$ cat src/rtl/tac_pkg.sv
package tac_pkg;
  localparam int CTL_EN   = 0;
  localparam int CTL_SYNC = 1;
  localparam int CTL_IRQ  = 2;
  localparam int CTL_BITS = 3;
  localparam int PIN_DIR  = 0;
  localparam int PIN_SEL  = 1;
  localparam int ADDR_CTRL = 0;

  function automatic int addr_tgt(input int w);
    return 1 + w;
  endfunction

  function automatic int addr_hp(input int nw, input int w);
    return 1 + nw + w;
  endfunction

  function automatic int addr_pin(input int nw);
    return 1 + 2 * nw;
  endfunction

  function automatic int addr_bits(input int nw);
    return $clog2(2 + 2 * nw);
  endfunction

  // unsigned "time has reached target"
  function automatic logic reached(input logic [63:0] now, input logic [63:0] tgt);
    return now >= tgt;
  endfunction

  function automatic logic [63:0] advance(input logic [63:0] tgt, input logic [63:0] hp);
    return tgt + hp;
  endfunction
endpackage

$ cat src/rtl/tac_regs.sv
module tac_regs
  import tac_pkg::*;
#(
  parameter int REG_W  = 32,
  parameter int NWORDS = 2,
  parameter int ADDR_W = 3
) (
  input  logic                    clk,
  input  logic                    rst_n,
  input  logic                    wr_en,
  input  logic [ADDR_W-1:0]       addr,
  input  logic [REG_W-1:0]        wdata,
  input  logic [NWORDS*REG_W-1:0] tgt_q,
  output logic                    out_en,
  output logic                    sync_en,
  output logic                    irq_en,
  output logic                    stop,
  output logic                    pin_dir,
  output logic                    pin_sel,
  output logic [NWORDS*REG_W-1:0] hp_q,
  output logic [NWORDS-1:0]       tgt_ld,
  output logic [REG_W-1:0]        rdata
);
  logic [CTL_BITS-1:0] ctrl_q;
  logic [1:0]          pin_q;
  logic                wr_ctrl, wr_pin;

  assign wr_ctrl = wr_en && (addr == ADDR_W'(ADDR_CTRL));
  assign wr_pin  = wr_en && (addr == ADDR_W'(addr_pin(NWORDS)));
  assign stop    = wr_ctrl && !wdata[CTL_EN];
  assign out_en  = ctrl_q[CTL_EN];
  assign sync_en = ctrl_q[CTL_SYNC];
  assign irq_en  = ctrl_q[CTL_IRQ];
  assign pin_dir = pin_q[PIN_DIR];
  assign pin_sel = pin_q[PIN_SEL];

  always_ff @(posedge clk) begin
    if (!rst_n) begin
      ctrl_q <= '0;
      pin_q  <= '0;
    end else begin
      if (wr_ctrl) ctrl_q <= wdata[CTL_BITS-1:0];
      if (wr_pin)  pin_q  <= wdata[1:0];
    end
  end

  for (genvar w = 0; w < NWORDS; w++) begin : g_word
    logic hp_ld;
    assign tgt_ld[w] = wr_en && !out_en && (addr == ADDR_W'(addr_tgt(w)));
    assign hp_ld     = wr_en && !out_en && (addr == ADDR_W'(addr_hp(NWORDS, w)));
    always_ff @(posedge clk) begin
      if (!rst_n)      hp_q[w*REG_W +: REG_W] <= '0;
      else if (hp_ld)  hp_q[w*REG_W +: REG_W] <= wdata;
    end
  end

  always_comb begin
    rdata = '0;
    if (addr == ADDR_W'(ADDR_CTRL))       rdata = REG_W'(ctrl_q);
    if (addr == ADDR_W'(addr_pin(NWORDS))) rdata = REG_W'(pin_q);
    for (int w = 0; w < NWORDS; w++) begin
      if (addr == ADDR_W'(addr_tgt(w)))        rdata = tgt_q[w*REG_W +: REG_W];
      if (addr == ADDR_W'(addr_hp(NWORDS, w))) rdata = hp_q[w*REG_W +: REG_W];
    end
  end
endmodule

$ cat src/rtl/tac_sched.sv
module tac_sched
  import tac_pkg::*;
#(
  parameter int REG_W  = 32,
  parameter int NWORDS = 2
) (
  input  logic                    clk,
  input  logic                    rst_n,
  input  logic                    run,
  input  logic [NWORDS*REG_W-1:0] now,
  input  logic [NWORDS*REG_W-1:0] hp,
  input  logic [NWORDS-1:0]       ld,
  input  logic [REG_W-1:0]        wdata,
  output logic [NWORDS*REG_W-1:0] tgt_q,
  output logic                    fire
);
  assign fire = run && reached(now, tgt_q);

  always_ff @(posedge clk) begin
    if (!rst_n) begin
      tgt_q <= '0;
    end else if (fire) begin
      tgt_q <= advance(tgt_q, hp);
    end else begin
      for (int w = 0; w < NWORDS; w++)
        if (ld[w]) tgt_q[w*REG_W +: REG_W] <= wdata;
    end
  end
endmodule

$ cat src/rtl/tac_wave.sv
module tac_wave (
  input  logic clk,
  input  logic rst_n,
  input  logic fire,
  input  logic stop,
  input  logic irq_en,
  input  logic pin_dir,
  input  logic pin_sel,
  output logic wave_q,
  output logic pin_out,
  output logic pin_oe,
  output logic irq_pulse
);
  always_ff @(posedge clk) begin
    if (!rst_n) begin
      wave_q    <= 1'b0;
      irq_pulse <= 1'b0;
    end else begin
      irq_pulse <= fire && irq_en;
      if (stop)      wave_q <= 1'b0;
      else if (fire) wave_q <= ~wave_q;
    end
  end

  assign pin_oe  = pin_dir;
  assign pin_out = (pin_dir && pin_sel) ? wave_q : 1'b0;
endmodule

$ cat src/rtl/tac_clkout.sv
module tac_clkout
  import tac_pkg::*;
#(
  parameter int TIME_W = 64,
  parameter int REG_W  = 32,
  parameter int ADDR_W = addr_bits(TIME_W / REG_W)
) (
  input  logic              clk,
  input  logic              rst_n,
  input  logic [TIME_W-1:0] sys_time,
  input  logic              bus_wr,
  input  logic [ADDR_W-1:0] bus_addr,
  input  logic [REG_W-1:0]  bus_wdata,
  output logic [REG_W-1:0]  bus_rdata,
  output logic              pin_out,
  output logic              pin_oe,
  output logic              irq_pulse
);
  localparam int NWORDS = TIME_W / REG_W;

  logic              out_en, sync_en, irq_en, stop, pin_dir, pin_sel;
  logic              fire, wave_q;
  logic [TIME_W-1:0] tgt_q, hp_q;
  logic [NWORDS-1:0] tgt_ld;

  tac_regs #(.REG_W(REG_W), .NWORDS(NWORDS), .ADDR_W(ADDR_W)) u_regs (
    .clk(clk), .rst_n(rst_n), .wr_en(bus_wr), .addr(bus_addr), .wdata(bus_wdata),
    .tgt_q(tgt_q), .out_en(out_en), .sync_en(sync_en), .irq_en(irq_en), .stop(stop),
    .pin_dir(pin_dir), .pin_sel(pin_sel), .hp_q(hp_q), .tgt_ld(tgt_ld), .rdata(bus_rdata)
  );

  tac_sched #(.REG_W(REG_W), .NWORDS(NWORDS)) u_sched (
    .clk(clk), .rst_n(rst_n), .run(out_en && sync_en), .now(sys_time), .hp(hp_q),
    .ld(tgt_ld), .wdata(bus_wdata), .tgt_q(tgt_q), .fire(fire)
  );

  tac_wave u_wave (
    .clk(clk), .rst_n(rst_n), .fire(fire), .stop(stop), .irq_en(irq_en),
    .pin_dir(pin_dir), .pin_sel(pin_sel), .wave_q(wave_q), .pin_out(pin_out),
    .pin_oe(pin_oe), .irq_pulse(irq_pulse)
  );
endmodule

$ cat config.mk
export PLATFORM = sky130hd
export DESIGN_NAME = tac_clkout
export DESIGN_NICKNAME = d
export VERILOG_FILES = /design/src/rtl/tac_pkg.sv /design/src/rtl/tac_regs.sv /design/src/rtl/tac_sched.sv /design/src/rtl/tac_wave.sv /design/src/rtl/tac_clkout.sv
export SDC_FILE = /design/constraint.sdc
export NUM_CORES = 1
export LEC_CHECK = 0
export BUFFER_PORTS_ARGS = -buffer_cell sky130_fd_sc_hd__buf_2
export CAP_MARGIN = 20
export CORE_ASPECT_RATIO = 1.5
export CORE_MARGIN = 2
export CORE_UTILIZATION = 30
export CTS_CLUSTER_SIZE = 12
export DETAILED_ROUTE_END_ITERATION = 8
export PLACE_DENSITY = 0.54
export SKIP_CTS_REPAIR_TIMING = 1
export SYNTH_ARGS = -nofsm -noshare
export SYNTH_HDL_FRONTEND = slang
export SYNTH_HIERARCHICAL = 1
export SYNTH_SLANG_ARGS = --single-unit
export TNS_END_PERCENT = 1
$ cat constraint.sdc
create_clock -name clk -period 7.5 [get_ports clk]
set_clock_uncertainty 0.1 [all_clocks]
set_input_delay 0.375 -clock clk [delete_from_list [all_inputs] [get_ports clk]]
set_output_delay 0.375 -clock clk [all_outputs]
set_load 0.01 [all_outputs]
==> results of run 1 <==
worst register-to-register path, stage by stage, from the launching register on:
cell and delay [ns]:
dfxtp_1 0.38, ha_1 0.19, inv_1 0.06, fa_1 0.41, nor2b_1 0.14, o21a_1 0.13
o211ai_1 0.10, a21oi_1 0.31, a21boi_1 0.18, o31ai_1 0.68, a21oi_1 0.32, o31ai_2 0.67
nand3_1 0.19, mux2i_1 0.16, or3_1 0.34
final timing paths:
path | from | end
worst min register to register | u_regs/hp_q[13] | u_regs/hp_q[13]
worst max-delay path | u_sched/tgt_q[0] | u_sched/tgt_q[60]
worst max register to register | u_sched/tgt_q[0] | u_sched/tgt_q[60]
worst min-delay path | bus_wdata[29] | u_regs/hp_q[29]
sequential cells by signal (all words and copies together) (netlist names):
register and count:
u_regs/hp_q 64, u_sched/tgt_q 64, u_regs/ctrl_q 3, u_regs/pin_q 2
u_wave/irq_pulse 1, u_wave/wave_q 1
metrics by stage:
step / util (%) / hold slack (ns)
floorplan: - / 0.3490
global placement: 32.80 / 0.3633
detailed placement: 32.80 / 0.3708
CTS: 34.32 / 0.1211
global route: 34.32 / 0.1498
finish: 34.32 / 0.1380
layout by cell type (no fill, tap or decap), drive strengths merged, types with 8 or more instances in the layout:
cell type	netlist	final
o21ai	63	63
xor2	21	21
nand3	49	49
o22ai	8	8
a211oi	50	50
nand2b	8	8
mux2	8	8
o21bai	12	12
clkbuf	58	18
o211ai	43	43
xnor2	28	28
a21o	67	67
dfxtp	135	135
and3	10	10
a21oi	106	106
o21a	9	9
nand4	36	36
nor3	21	21
ha	127	127
mux2i	146	146
nor2	84	84
a31oi	9	9
buf	41	147
nand2	204	204
inv	86	94
nor2b	17	17
per-layer routing:
metal | routed length (um) | up-vias | part of all wire, % | GRT usage (%)
met5 | 0 | - | 0 | 0
met4 | 3251 | 0 | 7.0 | 14.56
met3 | 1650 | 97 | 3.6 | 2.288
met2 | 23340 | 347 | 51 | 39.12
met1 | 17960 | 5539 | 39 | 24.31
li1 | - | 5668 | - | -
logic make-up (layout without fill, tap and decap cells):
family | count (synthesis) | after routing | share of synthesized area [%]
DFF | 135 | 135 | 22.49
muxes | 154 | 154 | 12.91
adders and majority gates | 128 | 128 | 13.39
and+or+nand+nor | 469 | 469 | 18.36
buffers and inverters | 185 | 265 | 6.810
AOI/OAI and AO/OA | 406 | 406 | 22.46
xor gates and xnor gates | 49 | 49 | 3.572
layout make-up:
type                    instances  area [um^2]
fillers                      4268        25890
multi-input cells            1206         8512
flip-flops and latches        135         2703
repair buffers                147        768.2
well taps                     500        625.6
clock buffers                  18        439.2
inverters                      86        322.8
clock inverters                14        157.7
report_power, final:
part	switching (uW)	total [uW]	internal, uW
combinational	174	279	106
sequential	18.7	751	733
clock	399	881	481
==> impl_metrics.env, run 1 <==
export IMPL_arrival_ns=4.70
export IMPL_ys_top_cells_by_count="nand2_1, mux2i_1, dfxtp_1, ha_1, a21oi_1"
export IMPL_synthCells=1526
export IMPL_setup_ws_ns=3.037
export IMPL_critical_path_max_stage_delay_ns=0.68
export IMPL_dp_cells=2074
export IMPL_hold_violations=0
export IMPL_synth_top_flop_cell="dfxtp_1"
export IMPL_instances_no_fill=2106
export IMPL_drv_slew=0
export IMPL_dieHeight_um=249.1
export IMPL_syn_cell_area_um2=12020
export IMPL_detail_route_antenna_nets=0
export IMPL_drt_total_wl_mm=46.20
export IMPL_fin_tns_setup_ns=0
export IMPL_power_density_nw_per_um2=141.3
export IMPL_die_x_um=167.4
export IMPL_r2r_cells=14
export IMPL_drive_gt1_share_pct=13.20
export IMPL_crit_required_ns=7.73
export IMPL_firstDrtPassIters=7
export IMPL_antenna_found_initial=0
export IMPL_die_area_um2=41700
export IMPL_critical_path_top_delay_family="compound AO/OA/AOI/OAI gates"
export IMPL_max_slew_worst_pin_slew_ns=1.121
export IMPL_path_depth=14
export IMPL_viasPerCell=5.532
export IMPL_min_path_type="input port to flip-flop"
export IMPL_yosys_warnings=6
export IMPL_grt_pass1_vias=11650
export IMPL_synth_edf_count=0
export IMPL_synth_top_area_share_pct=22.49
export IMPL_cts_made_buffers=17
export IMPL_n_antenna_cell=0
export IMPL_placed_area_um2=12930
export IMPL_insertion_delay_ns=0.45
export IMPL_clkSinkCount=135
export IMPL_tritoncts="yes"
export IMPL_drc=10
export IMPL_hpwl_mm=36.37
export IMPL_ys_top_cells_by_area="dfxtp_1, ha_1, mux2i_1"
export IMPL_fmax_ghz=0.2240
export IMPL_crit_type="flip-flop to flip-flop"
export IMPL_critical_path_cell_chain="ha_1 -> inv_1 -> fa_1 -> nor2b_1 -> o21a_1 -> o211ai_1 -> a21oi_1 -> a21boi_1 -> o31ai_1 -> a21oi_1 -> o31ai_2 -> nand3_1 -> mux2i_1 -> or3_1"
export IMPL_wl_per_cell_um=21.94
export IMPL_synth_seq_area_share_pct=22.49
export IMPL_gp_congestion=0.9142
export IMPL_avgSynthCellArea_um2=7.874
export IMPL_synth_most_common_cell="nand2_1"
export IMPL_violations="DRC"
export IMPL_setup_viol=0
export IMPL_areaGrowthSynthToFinish_pct=12.59
export IMPL_ios=137
export IMPL_cp_start_kind="flip-flop"
export IMPL_cp_max_fo=6
export IMPL_final_area_um2=13530
export IMPL_synth_top_area_cell="dfxtp_1"
export IMPL_gr_total_overflow=0
export IMPL_cts_root_buffer="clkbuf_16"
export IMPL_slowest_stage="o31ai_1"
export IMPL_ir_drop_uv=91.30
export IMPL_status="finished with violations"
export IMPL_clock_path_buffers=2
export IMPL_initial_core_util_pct=30.48
export IMPL_critPathBufInv=1
export IMPL_endpoint_kind="flip-flop"
export IMPL_num_nets_final=1823
export IMPL_reg2reg_slack_ns=3.04
export IMPL_ys_ff_latch=135
export IMPL_synth_cell_types=72
export IMPL_rsz0062_at_grt="false"
export IMPL_power_total_uw=1911
export IMPL_syn_nets=1756
export IMPL_p_leak_uw=0.005886
export IMPL_num_vias=11650
export IMPL_placementRows=89
export IMPL_htree_levels=4
export IMPL_grt_use_total_pct=21.85
export IMPL_drt_iter0_markers=840
export IMPL_clk_pin_slew_ns=0.07
export IMPL_core_um2=39420
export IMPL_cpMostUsedCell="a21oi_1"
export IMPL_whs_path_depth=3
export IMPL_preCtsSetupSlack_ns=3.138
export IMPL_grt_pass1_wl_mm=69.52
export IMPL_post_route_period_util_pct=59.51
export IMPL_max_cap_violations=0
export IMPL_postSynth_asyncResetShare_pct=0
export IMPL_max_slew_margin_pct=25.25
export IMPL_fin_crit_ns=4.463
export IMPL_portBuffers=136
export IMPL_grt_max_degree=70
No activity file was read; power rests on OpenSTA's default activity.
==> run 2: changes to the inputs <==
--- a/config.mk
+++ b/config.mk
@@ -5,6 +5,7 @@
 export SDC_FILE = /design/constraint.sdc
 export NUM_CORES = 1
 export LEC_CHECK = 0
+export ABC_AREA = 1
 export BUFFER_PORTS_ARGS = -buffer_cell sky130_fd_sc_hd__buf_2
 export CAP_MARGIN = 20
 export CORE_ASPECT_RATIO = 1.5
@@ -12,7 +13,7 @@
 export CORE_UTILIZATION = 30
 export CTS_CLUSTER_SIZE = 12
 export DETAILED_ROUTE_END_ITERATION = 8
-export PLACE_DENSITY = 0.54
+export PLACE_DENSITY = 0.53
 export SKIP_CTS_REPAIR_TIMING = 1
 export SYNTH_ARGS = -nofsm -noshare
 export SYNTH_HDL_FRONTEND = slang
==> constraint.sdc (replaced) <==
create_clock -name clk -period 4.5 [get_ports clk]
set_clock_uncertainty 0.1 [all_clocks]
set_input_delay 0.225 -clock clk [delete_from_list [all_inputs] [get_ports clk]]
set_output_delay 0.225 -clock clk [all_outputs]
set_load 0.01 [all_outputs]
==> run 2 against run 1 <==
- the flow finishes with violations (hold timing)
- clock power up 67%
- sequential power up 70%
- global-route usage up 5.0 points
- fmax up 30%
- die area up 15%
- synthesized cell count up 62%
- critical path type unchanged
- critical path depth up 1
- non-clock buffer count up 8
- cell area up 15%
- setup slack worse by 2.0 ns
- total power up 68%
==> impl_metrics.env, run 2 <==
export IMPL_drive_gt1_share_pct=7.776
export IMPL_synth_top_area_share_pct=23.80
export IMPL_detail_route_antenna_nets=0
export IMPL_insertion_delay_ns=0.45
export IMPL_cp_start_kind="flip-flop"
export IMPL_core_um2=45640
export IMPL_ios=137
export IMPL_ys_ff_latch=135
export IMPL_synth_top_flop_cell="dfxtp_1"
export IMPL_arrival_ns=3.74
export IMPL_drc=0
export IMPL_hold_violations=4
export IMPL_holdWs_ns=-0.02226
export IMPL_max_slew_worst_pin_slew_ns=1.049
export IMPL_max_slew_margin_pct=29.93
export IMPL_portBuffers=136
export IMPL_reg_top3="u_regs/hp_q: 64 flops, u_sched/tgt_q: 64 flops, u_regs/ctrl_q: 3 flops"
export IMPL_antenna_found_initial=0
export IMPL_synthCells=2474
export IMPL_rsz0062_at_grt="false"
export IMPL_ir_drop_uv=256.3
export IMPL_initial_core_util_pct=30.24
export IMPL_combPwrFrac_pct=14.6
export IMPL_drt_iter0_markers=1324
export IMPL_crit_start="u_sched/tgt_q[53]"
export IMPL_tritoncts="yes"
export IMPL_dieHeight_um=266.7
export IMPL_grt_pass1_wl_mm=94.37
export IMPL_crit_type="flip-flop to flip-flop"
export IMPL_clkPwrFrac_pct=45.8
export IMPL_switching_power_uw=990.6
export IMPL_whs_path_depth=3
export IMPL_r2r_cells=15
export IMPL_final_area_um2=15550
export IMPL_wl_per_cell_um=20.23
export IMPL_cp_max_fo=62
export IMPL_yosys_warnings=6
export IMPL_avgSynthCellArea_um2=5.578
export IMPL_fin_tns_setup_ns=0
export IMPL_viasPerCell=4.995
export IMPL_synth_most_common_cell="nand2_1"
export IMPL_gp_congestion=0.9715
export IMPL_num_nets_final=2803
export IMPL_clock_path_buffers=2
export IMPL_placementRows=96
export IMPL_gr_total_overflow=0
export IMPL_min_path_type="input port to flip-flop"
export IMPL_p_int_uw=2229
export IMPL_r2r_start="u_sched/tgt_q[53]"
export IMPL_drt_total_wl_mm=64.18
export IMPL_num_vias=15850
export IMPL_ys_top_cells_by_area="nand2_1, dfxtp_1, inv_1"
export IMPL_die_x_um=179.1
export IMPL_setup_viol=0
export IMPL_synth_cell_types=37
export IMPL_sw_frac_of_total_pct=30.76
export IMPL_areaGrowthSynthToFinish_pct=12.68
export IMPL_mostFrequentLayoutCells="nand2_1, inv_1, nand3_1"
export IMPL_violations="hold timing"
export IMPL_fin_crit_ns=3.443
export IMPL_clk_pin_slew_ns=0.07
export IMPL_p_seq_share_pct=39.7
export IMPL_ys_top_cells_by_count="nand2_1, inv_1, nand3_1, nor2_1, dfxtp_1"
export IMPL_p_leak_uw=0.008842
export IMPL_crit_required_ns=4.80
export IMPL_syn_nets=2704
export IMPL_cts_root_buffer="clkbuf_16"
export IMPL_synth_top_area_cell="nand2_1"
export IMPL_htree_levels=4
export IMPL_postSynth_asyncResetShare_pct=0
export IMPL_endpoint_kind="flip-flop"
export IMPL_grt_max_degree=89
export IMPL_hp_start="bus_wdata[23]"
export IMPL_power_density_nw_per_um2=207.1
export IMPL_clkSinkCount=135
export IMPL_layout_commonest_cell="nand2_1"
export IMPL_fin_util_pct=34.07
export IMPL_n_antenna_cell=0
export IMPL_nFillCells=5298
export IMPL_firstDrtPassIters=5
export IMPL_drv_slew=0
export IMPL_cts_made_buffers=17
export IMPL_hpwl_mm=52.14
export IMPL_placed_area_um2=14930
export IMPL_die_area_um2=47770
export IMPL_grt_use_total_pct=26.90
export IMPL_synth_edf_count=0
export IMPL_post_route_period_util_pct=76.50
export IMPL_grt_pass1_vias=15340
export IMPL_fmax_ghz=0.2905
export IMPL_synth_seq_area_share_pct=19.58
export IMPL_syn_cell_area_um2=13800
export IMPL_status="finished with violations"
export IMPL_max_cap_violations=0
==> run 2: worst paths after layout <==
| path | endpoint | slack [ns] |
|---|---|---|
| setup / recovery | u_sched/tgt_q[61] | 1.06 |
| hold reg to reg | u_regs/ctrl_q[1] | 0.38 |
| hold / removal | u_regs/hp_q[55] | -0.02 |
| setup reg to reg | u_sched/tgt_q[61] | 1.06 |
==> run 2: final cells by class <==
class | instances | area, um^2 | share of cell area, %
timing repair buffer | 155 | 848.3 | 5.455
multi-input combinational | 1826 | 9037 | 58.11
inverter | 438 | 1644 | 10.57
clock inverter | 12 | 140.1 | 0.9011
tap | 588 | 735.7 | 4.731
sequential | 135 | 2703 | 17.38
clock buffer | 19 | 442.9 | 2.848
==> run 2: logic make-up after synthesis <==
logic type	count (synthesis)	synth area share [%]
compound gates	200	7.643
xor+xnor	32	2.031
fa+ha+maj	128	11.66
buf+inv	513	15.15
flops	135	19.58
simple gates	1466	43.93
==> run 2: worst max-delay path, cell delays in order (launching register included) <==
cell and delay (ns):
dfxtp_1 0.54, inv_1 0.10, ha_1 0.33, a21oi_1 0.15
o21a_1 0.14, nand2_1 0.05, nand2_1 0.05, nand2_1 0.14
a21oi_1 0.36, nand2_1 0.18, nand2_4 0.53, buf_4 0.33
nand3_1 0.10, nand3_1 0.09, nand2_1 0.06, inv_1 0.07
==> run 2: through the flow <==
| step | setup slack [ns] | cells | hold slack (ns) | total power (uW) |
|---|---|---|---|---|
| finish | 1.057 | 3173 | -0.02226 | 3220 |
| CTS | 1.095 | 3169 | -0.04767 | 3232 |
| floorplan | 2.216 | 2474 | 0.2599 | 1555 |
| global placement | 1.200 | 3138 | 0.3546 | 1758 |
| detailed placement | 1.136 | 3138 | 0.3656 | 1767 |
| global route | 0.8409 | 3173 | 0.005979 | 3332 |
==> run 2: power groups by stage <==
| stage | Combinational, uW | Clock [uW] | Sequential [uW] |
|---|---|---|---|
| finish | 469 | 1470 | 1280 |
| CTS | 466 | 1490 | 1280 |
| detailed placement | 462 | 0 | 1300 |
| floorplan | 278 | 0 | 1280 |
| global placement | 454 | 0 | 1300 |
| global route | 519 | 1530 | 1280 |
==> run 2: layer usage <==
layer  track usage (%)  wire (um)  part of all wire (%)  vias to the layer above
met4             19.03       5092                   7.9                        0
li1                  -          -                     -                     7904
met5                 0          0                     0                        -
met3             2.607       2851                   4.4                      161
met2             48.76      32300                    50                      572
met1             28.76      23940                    37                     7212
==> run 3: changes to the inputs <==
==> constraint.sdc (replaced) <==
create_clock -name clk -period 3.4 [get_ports clk]
set_clock_uncertainty 0.1 [all_clocks]
set_input_delay 0.17 -clock clk [delete_from_list [all_inputs] [get_ports clk]]
set_output_delay 0.17 -clock clk [all_outputs]
set_load 0.01 [all_outputs]
==> run 3 against run 2 <==
- the flow now finishes without violations
- sequential share of layout area decreased by 0.39 points
- clock power is 35% higher
- flip-flop and latch count stayed put
- global-route usage shrank 0.50 points
- critical endpoint is now u_sched/tgt_q[63]
- largest cell class unchanged
- largest power group unchanged
- highest routed layer unchanged
==> impl_metrics.env, run 3 (synthesis results as in run 2) <==
export IMPL_grt_pass1_vias=14820
export IMPL_reg2reg_slack_ns=0.25
export IMPL_hold_violations=0
export IMPL_hpwl_mm=51.06
export IMPL_fin_crit_ns=3.147
export IMPL_rsz0062_at_grt="false"
export IMPL_max_slew_worst_pin_slew_ns=0.8352
export IMPL_fin_util_pct=34.85
export IMPL_p_leak_uw=0.009010
export IMPL_tritoncts="yes"
export IMPL_num_vias=15970
export IMPL_mostFrequentLayoutCells="nand2_1, inv_1, nand3_1"
export IMPL_post_route_period_util_pct=92.55
export IMPL_htree_levels=4
export IMPL_slowest_stage="dfxtp_1"
export IMPL_critical_path_max_stage_delay_ns=0.59
export IMPL_die_area_um2=47770
export IMPL_instances_no_fill=3207
export IMPL_endpoint_kind="flip-flop"
export IMPL_firstDrtPassIters=6
export IMPL_gr_total_overflow=0
export IMPL_max_cap_violations=0
export IMPL_reg_top3="u_regs/hp_q: 64 flops, u_sched/tgt_q: 64 flops, u_regs/ctrl_q: 3 flops"
export IMPL_viasPerCell=4.980
export IMPL_n_antenna_cell=0
export IMPL_grt_pass1_wl_mm=92.26
export IMPL_core_um2=45640
export IMPL_gp_congestion=0.9801
export IMPL_cts_made_buffers=17
export IMPL_drive_gt1_share_pct=8.018
export IMPL_initial_core_util_pct=30.24
export IMPL_placed_area_um2=15010
export IMPL_min_path_type="input port to flip-flop"
export IMPL_fmax_ghz=0.3178
export IMPL_antenna_found_initial=0
export IMPL_setup_viol=0
export IMPL_wl_per_cell_um=19.83
export IMPL_drv_slew=0
export IMPL_portBuffers=136
export IMPL_placementRows=96
export IMPL_cpMostUsedCell="nand2_1"
export IMPL_ir_drop_uv=340.7
export IMPL_areaGrowthSynthToFinish_pct=15.27
export IMPL_grt_use_total_pct=26.39
export IMPL_max_slew_margin_pct=44.32
export IMPL_final_area_um2=15910
export IMPL_drc=0
export IMPL_detail_route_antenna_nets=0
export IMPL_drt_iter0_markers=1297
export IMPL_dp_cells=3145
export IMPL_crit_type="flip-flop to flip-flop"
export IMPL_ios=137
export IMPL_cp_max_fo=5
export IMPL_clock_path_buffers=2
export IMPL_crit_required_ns=3.66
export IMPL_clk_pin_slew_ns=0.07
export IMPL_num_nets_final=2836
export IMPL_nFillCells=5226
export IMPL_dieHeight_um=266.7
export IMPL_die_x_um=179.1
export IMPL_grt_max_degree=76
export IMPL_fin_tns_setup_ns=0
export IMPL_arrival_ns=3.40
export IMPL_layout_commonest_cell="nand2_1"
export IMPL_drt_total_wl_mm=63.59
export IMPL_clkSinkCount=135
export IMPL_critical_path_cell_chain="ha_1 -> nand2_1 -> inv_1 -> nand2_1 -> nand2_1 -> nand2_1 -> nand2_1 -> a21oi_1 -> nor2_1 -> nor2_1 -> nand2_1 -> nand2_1 -> nand2_1 -> nand2_1 -> nand3_1 -> nand2_1 -> inv_1"
export IMPL_status="completed"
export IMPL_cp_start_kind="flip-flop"
export IMPL_power_density_nw_per_um2=271.9
export IMPL_insertion_delay_ns=0.46
export IMPL_cts_root_buffer="clkbuf_16"
run 3: cell count changes in the layout (fill, tap and decap cells not counted), sizes merged:
cell / delta
clkinv: +2
buf: +7
clkbuf: -1
dlygate4sd3: +26
run 3: worst max-delay path: cells and delay by family (launching register included):
| family | cells | cell delay, ns |
|---|---|---|
| AOI/OAI and AO/OA | 1 | 0.40 |
| DFF | 1 | 0.59 |
| adders and majority gates | 1 | 0.39 |
| and+or+nand+nor | 13 | 1.45 |
| buffers and inverters | 2 | 0.10 |
run 3: layout make-up:
class                   count  area, um^2  share of cell area, %
multi-input cells        1826        9037                  56.81
flip-flops and latches    135        2703                  16.99
inverters                 438        1644                  10.34
repair buffers            188        1186                  7.456
well taps                 588       735.7                  4.625
clock buffers              18       439.2                  2.761
clock inverters            14       162.7                  1.022
run 3: stage by stage:
stage / hold slack, ns / power (uW) / setup WS (ns)
2_1_floorplan: 0.2049 / 2058 / 1.116
3_3_place_gp: 0.3522 / 2332 / 0.3687
3_5_place_dp: 0.3554 / 2340 / 0.3634
4_1_cts: -0.1178 / 4345 / 0.3479
5_1_grt: 0.006645 / 4481 / 0.1887
6_report: 0.002864 / 4325 / 0.2534
run 3: worst paths after layout:
| path | startpoint | to | cells after the start |
|---|---|---|---|
| setup / recovery | u_sched/tgt_q[34] | u_sched/tgt_q[63] | 17 |
| setup reg to reg | u_sched/tgt_q[34] | u_sched/tgt_q[63] | 17 |
| hold / removal | bus_wdata[14] | u_regs/hp_q[46] | 3 |
| hold reg to reg | u_regs/ctrl_q[2] | u_regs/ctrl_q[2] | 2 |
run 3: where the power goes:
group	switching [uW]	internal [uW]
clock	872	1120
sequential	64.8	1630
combinational	406	239
total	1340	2980
run 3: metal layers:
metal / vias to the layer above / global-route usage, % / share of wire, %
met1: 7304 / 28.32 / 38
met2: 549 / 48.62 / 51
met4: 0 / 16.85 / 6.8
met5: - / 0 / 0
met3: 150 / 2.521 / 3.9
li1: 7969 / - / -
